[config.mk]
export PLATFORM = sky130hd
export DESIGN_NAME = brnpc_unit
export DESIGN_NICKNAME = d
export VERILOG_FILES = /design/src/rtl/brnpc_unit.sv
export SDC_FILE = /design/constraint.sdc
export NUM_CORES = 1
export LEC_CHECK = 0
export BUFFER_PORTS_ARGS = -buffer_cell sky130_fd_sc_hd__buf_2
export CORE_ASPECT_RATIO = 0.6
export CORE_MARGIN = 5
export CORE_UTILIZATION = 45
export DETAILED_ROUTE_END_ITERATION = 6
export PLACE_DENSITY_LB_ADDON = 0.2
export SYNTH_ARGS = -nofsm -noshare
export SYNTH_HDL_FRONTEND = slang
export SYNTH_SLANG_ARGS = --single-unit
[constraint.sdc]
create_clock -name vclk -period 3.9
set_input_delay 0.39 -clock vclk [all_inputs]
set_output_delay 0.39 -clock vclk [all_outputs]
set_load 0.005 [all_outputs]
[src/rtl/brnpc_unit.sv]
module brnpc_unit #(
  parameter int W        = 32,
  parameter int DW       = 24,
  parameter int SHAMT    = 2,
  parameter int RW       = 4,
  parameter int LINK_REG = 14,
  parameter int LINK_OFS = 4
) (
  input  logic [W-1:0]  cur_pc,
  input  logic [W-1:0]  seq_pc,
  input  logic [3:0]    br_kind,
  input  logic [W-1:0]  opa,
  input  logic [W-1:0]  opb,
  input  logic          carry_in,
  input  logic [DW-1:0] disp_raw,
  input  logic [1:0]    disp_sel,
  output logic [W-1:0]  next_pc,
  output logic          taken,
  output logic          link_we,
  output logic [RW-1:0] link_idx,
  output logic [W-1:0]  link_data
);
  localparam int HW = DW / 3;
  localparam int MW = 2 * HW;
  localparam logic [3:0] K_NONE = 4'd0,  K_ALW = 4'd1,  K_LINK = 4'd2,  K_C   = 4'd3;
  localparam logic [3:0] K_NC   = 4'd4,  K_EQ  = 4'd5,  K_NE   = 4'd6,  K_EQZ = 4'd7;
  localparam logic [3:0] K_NEZ  = 4'd8,  K_GEZ = 4'd9,  K_GTZ  = 4'd10, K_LEZ = 4'd11;
  localparam logic [3:0] K_LTZ  = 4'd12;

  logic [W-1:0] disp_ext, offset, target;
  logic a_zero, a_neg, cond;

  always_comb begin
    case (disp_sel)
      2'd0:    disp_ext = {{(W-HW){disp_raw[HW-1]}}, disp_raw[HW-1:0]};
      2'd1:    disp_ext = {{(W-MW){disp_raw[MW-1]}}, disp_raw[MW-1:0]};
      default: disp_ext = {{(W-DW){disp_raw[DW-1]}}, disp_raw};
    endcase
  end

  assign offset = disp_ext << SHAMT;
  assign target = cur_pc + offset;
  assign a_zero = (opa == '0);
  assign a_neg  = opa[W-1];

  always_comb begin
    case (br_kind)
      K_ALW, K_LINK: cond = 1'b1;
      K_C:   cond = carry_in;
      K_NC:  cond = !carry_in;
      K_EQ:  cond = (opa == opb);
      K_NE:  cond = (opa != opb);
      K_EQZ: cond = a_zero;
      K_NEZ: cond = !a_zero;
      K_GEZ: cond = !a_neg;
      K_GTZ: cond = !a_neg && !a_zero;
      K_LEZ: cond = a_neg || a_zero;
      K_LTZ: cond = a_neg;
      default: cond = 1'b0;
    endcase
  end

  assign taken     = cond;
  assign next_pc   = cond ? target : seq_pc;
  assign link_we   = (br_kind == K_LINK);
  assign link_idx  = RW'(LINK_REG);
  assign link_data = cur_pc + W'(LINK_OFS);

  always_comb begin
    AST_LINK_ONLY_CALL: assert (!link_we || br_kind == K_LINK) else $error("link write outside call");
    AST_LINK_IS_TAKEN: assert (!link_we || taken) else $error("call not taken");
    AST_FALLTHROUGH_SEQ: assert (taken || next_pc == seq_pc) else $error("not taken but next_pc moved");
    AST_IDLE_NEVER_TAKEN: assert (!(br_kind == K_NONE || br_kind > K_LTZ) || !taken) else $error("idle code taken");
    AST_TARGET_ALIGNED: assert (!taken || next_pc[SHAMT-1:0] == cur_pc[SHAMT-1:0]) else $error("target misaligned");
  end
endmodule

; Yosys cells after proc, flatten, opt, wreduce, memory -nomap -nowiden
; Index checks and enable logic that the tools add are counted.
[classes]
addsub = 2
multipliers = 0
div = 0
magnitude_cmp = 0
eq_ne = 15
shifts = 0
muxes = 3
bitwise = 0
reduce_logical = 8
[ops]
columns = cell, count
row1 = $pmux 30 s2, 1
row2 = $add 32x3->32 const B, 1
row3 = $add 32x32->32, 1
row4 = $eq 32x32->1, 1
row5 = $logic_not 32->1, 1
row6 = $mux 32, 1
row7 = $ne 32x32->1, 1
row8 = $eq 4x4->1 const B, 5
row9 = $eq 4x3->1 const B, 4
row10 = $pmux 1 s11, 1
row11 = $eq 4x2->1 const B, 2
row12 = $eq 4x1->1 const B, 1
row13 = $logic_not 1->1, 3
row14 = $eq 2x1->1 const B, 1
row15 = $logic_not 2->1, 1
row16 = $reduce_or 2->1, 1
row17 = $logic_and 1x1->1, 1
row18 = $logic_or 1x1->1, 1
[totals]
register_bits = 0
latchBits = 0
mem_bits_rw = 0
rom_bits = 0
out_inout_bits = 70
wordCells = 28
mem_count = 0

; Logic depth before layout (Yosys ltp)
[logic_depth]
depth_word = 5
mapped_depth = 14
mapped_depth_nobuf = 12

; Least setup slack after synthesis
; No wires, ideal clock.
[synth_path]
path_kind = input-to-output
start = input port disp_sel[0]
end = output port next_pc[31]
t_arrival_ps = 3184
path_slack_ps = 326
path_stages = 11
n_path_buf = 1
cell_sequence = clkbuf_1 -> a211oi_1 -> a21oi_1 -> ha_1 -> a21oi_1 -> o21ai_1 -> a21o_1 -> a2111oi_0 -> a21oi_1 -> xnor2_1 -> mux2_2
[synth_between]
elab_chain_cells = 4
word_cells_on_any_way = 5
classes_between = add/sub: 1 / eq/ne: 1 / mux: 2 / reduce/logical: 1
[synth_rtl]
columns = item, line
row1 = "start, declared", 16  ; input logic [1:0] disp_sel,
row2 = $eq 2x1->1 / $logic_not 2->1 (equally long branches), 34  ; case (disp_sel)
row3 = $pmux 30 s2 *, 34
row4 = $add 32x32->32 *, 42  ; assign target = cur_pc + offset;
row5 = $mux 32 *, 64  ; assign next_pc = cond ? target : seq_pc;
row6 = "end, declared", 17  ; output logic [W-1:0] next_pc,
; Every way passes the cells marked *; elsewhere a longest branch is shown, timed or not.

; Worst setup path in the final report
[layout_path]
start = input port disp_raw[7]
end = output port next_pc[26]
[layout_between]
elab_chain_cells = 3
[layout_rtl]
columns = item, line
row1 = "start, declared", 15  ; input logic [DW-1:0] disp_raw,
row2 = $pmux 30 s2, 34
row3 = $add 32x32->32, 42
row4 = $mux 32, 64
; No other way between the ends.

==> out/metrics.yaml <==
status:
  status: "completed"
logic_synthesis:
  synth.top_cells.by_count: "xnor2_1 (73), nand2_1 (39), a21oi_1 (36)"
  synth-simple-area-share_pct: 23.4
  yosys-top-cells-area: "xnor2_1 (19%), mux2_4 (12%), ha_1 (11%)"
  yosysMostFrequentCell: "xnor2_1"
  synth-xor-area-share_pct: 21.8
  synth_area_leader_cell: "xnor2_1"
  synth_seq_area_share_pct: 0
  synth_mux_area_share_pct: 14.0
  synth-compound-area-share_pct: 22.9
  synth_top_family_by_area: "simple AND/OR/NAND/NOR gates"
  synthAdderAreaFrac_pct: 12.1
  syn_avg_cell_area_um2: 7.29
  synth_top_area_share_pct: 18.9
  synth_warnings: 0
  synth_cell_types: 57
  syn_inst: 463
  syn_area_um2: 3380
global_route:
  grt_pass1_vias: 4111
  overflow: 0
  grt_max_degree: 20
  grt_util_all_layers_pct: 26.6
  grt_pass1_wl_um: 20600
  antenna_found_initial: 0
sta:
  min_period_ns: 3.72
  setup_viol: 0
  drv_slew: 0
  period_share_pct: 95.3
  setup_tns_ns: 0
  fmax_ghz: 0.269
  worst_pin_slew_ns: 0.670
  hold_violations: 0
  rsz0062_at_grt: "true"
  slew-limit-headroom_pct: 55.0
drt:
  ant_nets: 0
  routed_wl_um: 13600
  vias: 4428
  drtIter0Drc: 341
  drt-pass1-iter-count: 6
  drt-vias-per-instance: 5.65
  wire_per_inst_um: 17.4
  route.detailed.drc: 0
power:
  p_per_area_nw_per_um2: 184
  p_total_uw: 849
  leakagePower_uw: 0.00230
  peakVddDrop_mv: 0.0947
critical_path:
  cpMostUsedCell: "buf_2"
  worst-path-stages: 14
  crit_family: "compound AO/OA/AOI/OAI gates"
  end_kind: "output pin"
  cp.arrival_ns: 3.33
  crit_chain: "buf_2 -> nor2b_1 -> a211oi_2 -> buf_4 -> a21oi_1 -> ha_1 -> nand4_1 -> nor2_1 -> o2111ai_1 -> a21oi_2 -> mux2i_1 -> o221ai_1 -> mux2_4 -> buf_2"
  critical-path-slowest-cell: "ha_1"
  cpPeakStageDelay_ns: 0.45
  path_buf_inv: 3
  critPathRequiredTime_ns: 3.51
  critPathKind: "in2out"
  crit_fanout: 8
  start_kind: "input port"
floorplan:
  start_util_pct: 46.5
  core_um2: 7270
  floorplan.io_pins: 229
  die_x_um: 122
  dieArea_um2: 9390
  die_height_um: 77.1
  num_rows: 24
flow_run:
  maxCapViolCount: 0
placement:
  place_congestion: 1.03
  placed_area_um2: 4590
  hpwl_um: 12000
  portBuffers: 225
finish:
  final_layout_size_suffix_gt1_share_pct: 40.9
  seq_area_um2: 0
  clock_buffers: 0
  nets: 873
  finish.instance_area_um2: 4610
  areaGrowthSynthToFinish_pct: 36.6
  utilization_pct: 63.5
  diodes: 0
  fillers: 674
  sequential_cell_total: 0
worst_hold_path:
  holdPathStages: 2
  hold_path.class: "in2out"
[cells in the final DEF, fill, tap and decap left out, types with 2 or more instances in the layout]
cell type / Yosys / layout
buf_2: 1 / 225
xnor2_1: 73 / 73
a21o_1: 14 / 14
o21ai_0: 24 / 23
nand2_1: 39 / 39
nand4_1: 24 / 24
nor2b_1: 3 / 3
and3_1: 9 / 9
a211oi_2: 2 / 3
o21bai_1: 6 / 6
a21oi_1: 36 / 34
a21boi_0: 2 / 2
ha_1: 31 / 31
o21a_1: 3 / 3
o21ai_1: 2 / 3
mux2_2: 3 / 3
nor3b_1: 2 / 2
nor4_1: 11 / 11
nand2b_1: 4 / 4
buf_4: 6 / 8
and2_1: 2 / 2
nor2_1: 33 / 33
mux2i_1: 2 / 2
xor2_1: 11 / 11
and4_1: 3 / 3
nand3_1: 14 / 14
a31oi_1: 4 / 3
o2111ai_1: 2 / 2
mux2_4: 28 / 28
a21oi_2: 0 / 2
o211ai_1: 3 / 3
o2bb2ai_1: 2 / 2
conb_1: 2 / 4
nor3_1: 9 / 9
inv_1: 20 / 20
[logic make-up after synthesis]
family | after synthesis
and+or+nand+nor | 157
AOI/OAI and AO/OA | 117
xor gates and xnor gates | 84
buffers and inverters | 38
muxes | 33
adders and majority gates | 32
other | 2
[repair_timing]
action | 4_1_cts | 5_1_grt
setup endpoints to repair | 0 | 5
buffers inserted | 0 | 0
endpoints found under the hold margin | 0 | 0
resized for setup | 0 | 5
hold buffers | 0 | 0
[worst paths after layout]
path | start | to
setup / recovery | disp_raw[7] | next_pc[26]
hold / removal | cur_pc[1] | link_data[1]
[final cells by class]
cell class / count / area, µm² / area share (%)
well taps: 104 / 130 / 2.82
inverters: 20 / 75.1 / 1.63
repair buffers: 233 / 1190 / 25.7
multi-input cells: 427 / 3220 / 69.8
[power by group]
part,internal (µW),switching [µW],leakage [µW]
clock network,0,0,0
registers,0,0,0
logic,425,424,0.00230
total,425,424,0.00230
[per-stage QoR]
step | setup slack [ns] | cells | hold WS (ns)
2_1_floorplan | 0.326 | 465 | 0.807
3_3_place_gp | 0.145 | 784 | 0.964
3_5_place_dp | 0.153 | 784 | 0.962
4_1_cts | 0.133 | 784 | 0.964
5_1_grt | -0.00256 | 784 | 0.976
6_report | 0.184 | 784 | 0.961
[layer usage]
metal / up-vias / wire length, µm / share of wire (%) / track usage (%)
met1: 2043 / 6220 / 46 / 40.0
met3: 23 / 1380 / 10 / 4.04
met4: 0 / 197 / 1.4 / 2.57
met2: 241 / 5850 / 43 / 40.9
met5: - / 0 / 0 / 0
li1: 2121 / - / - / -
(Power assumes the default switching activity.)
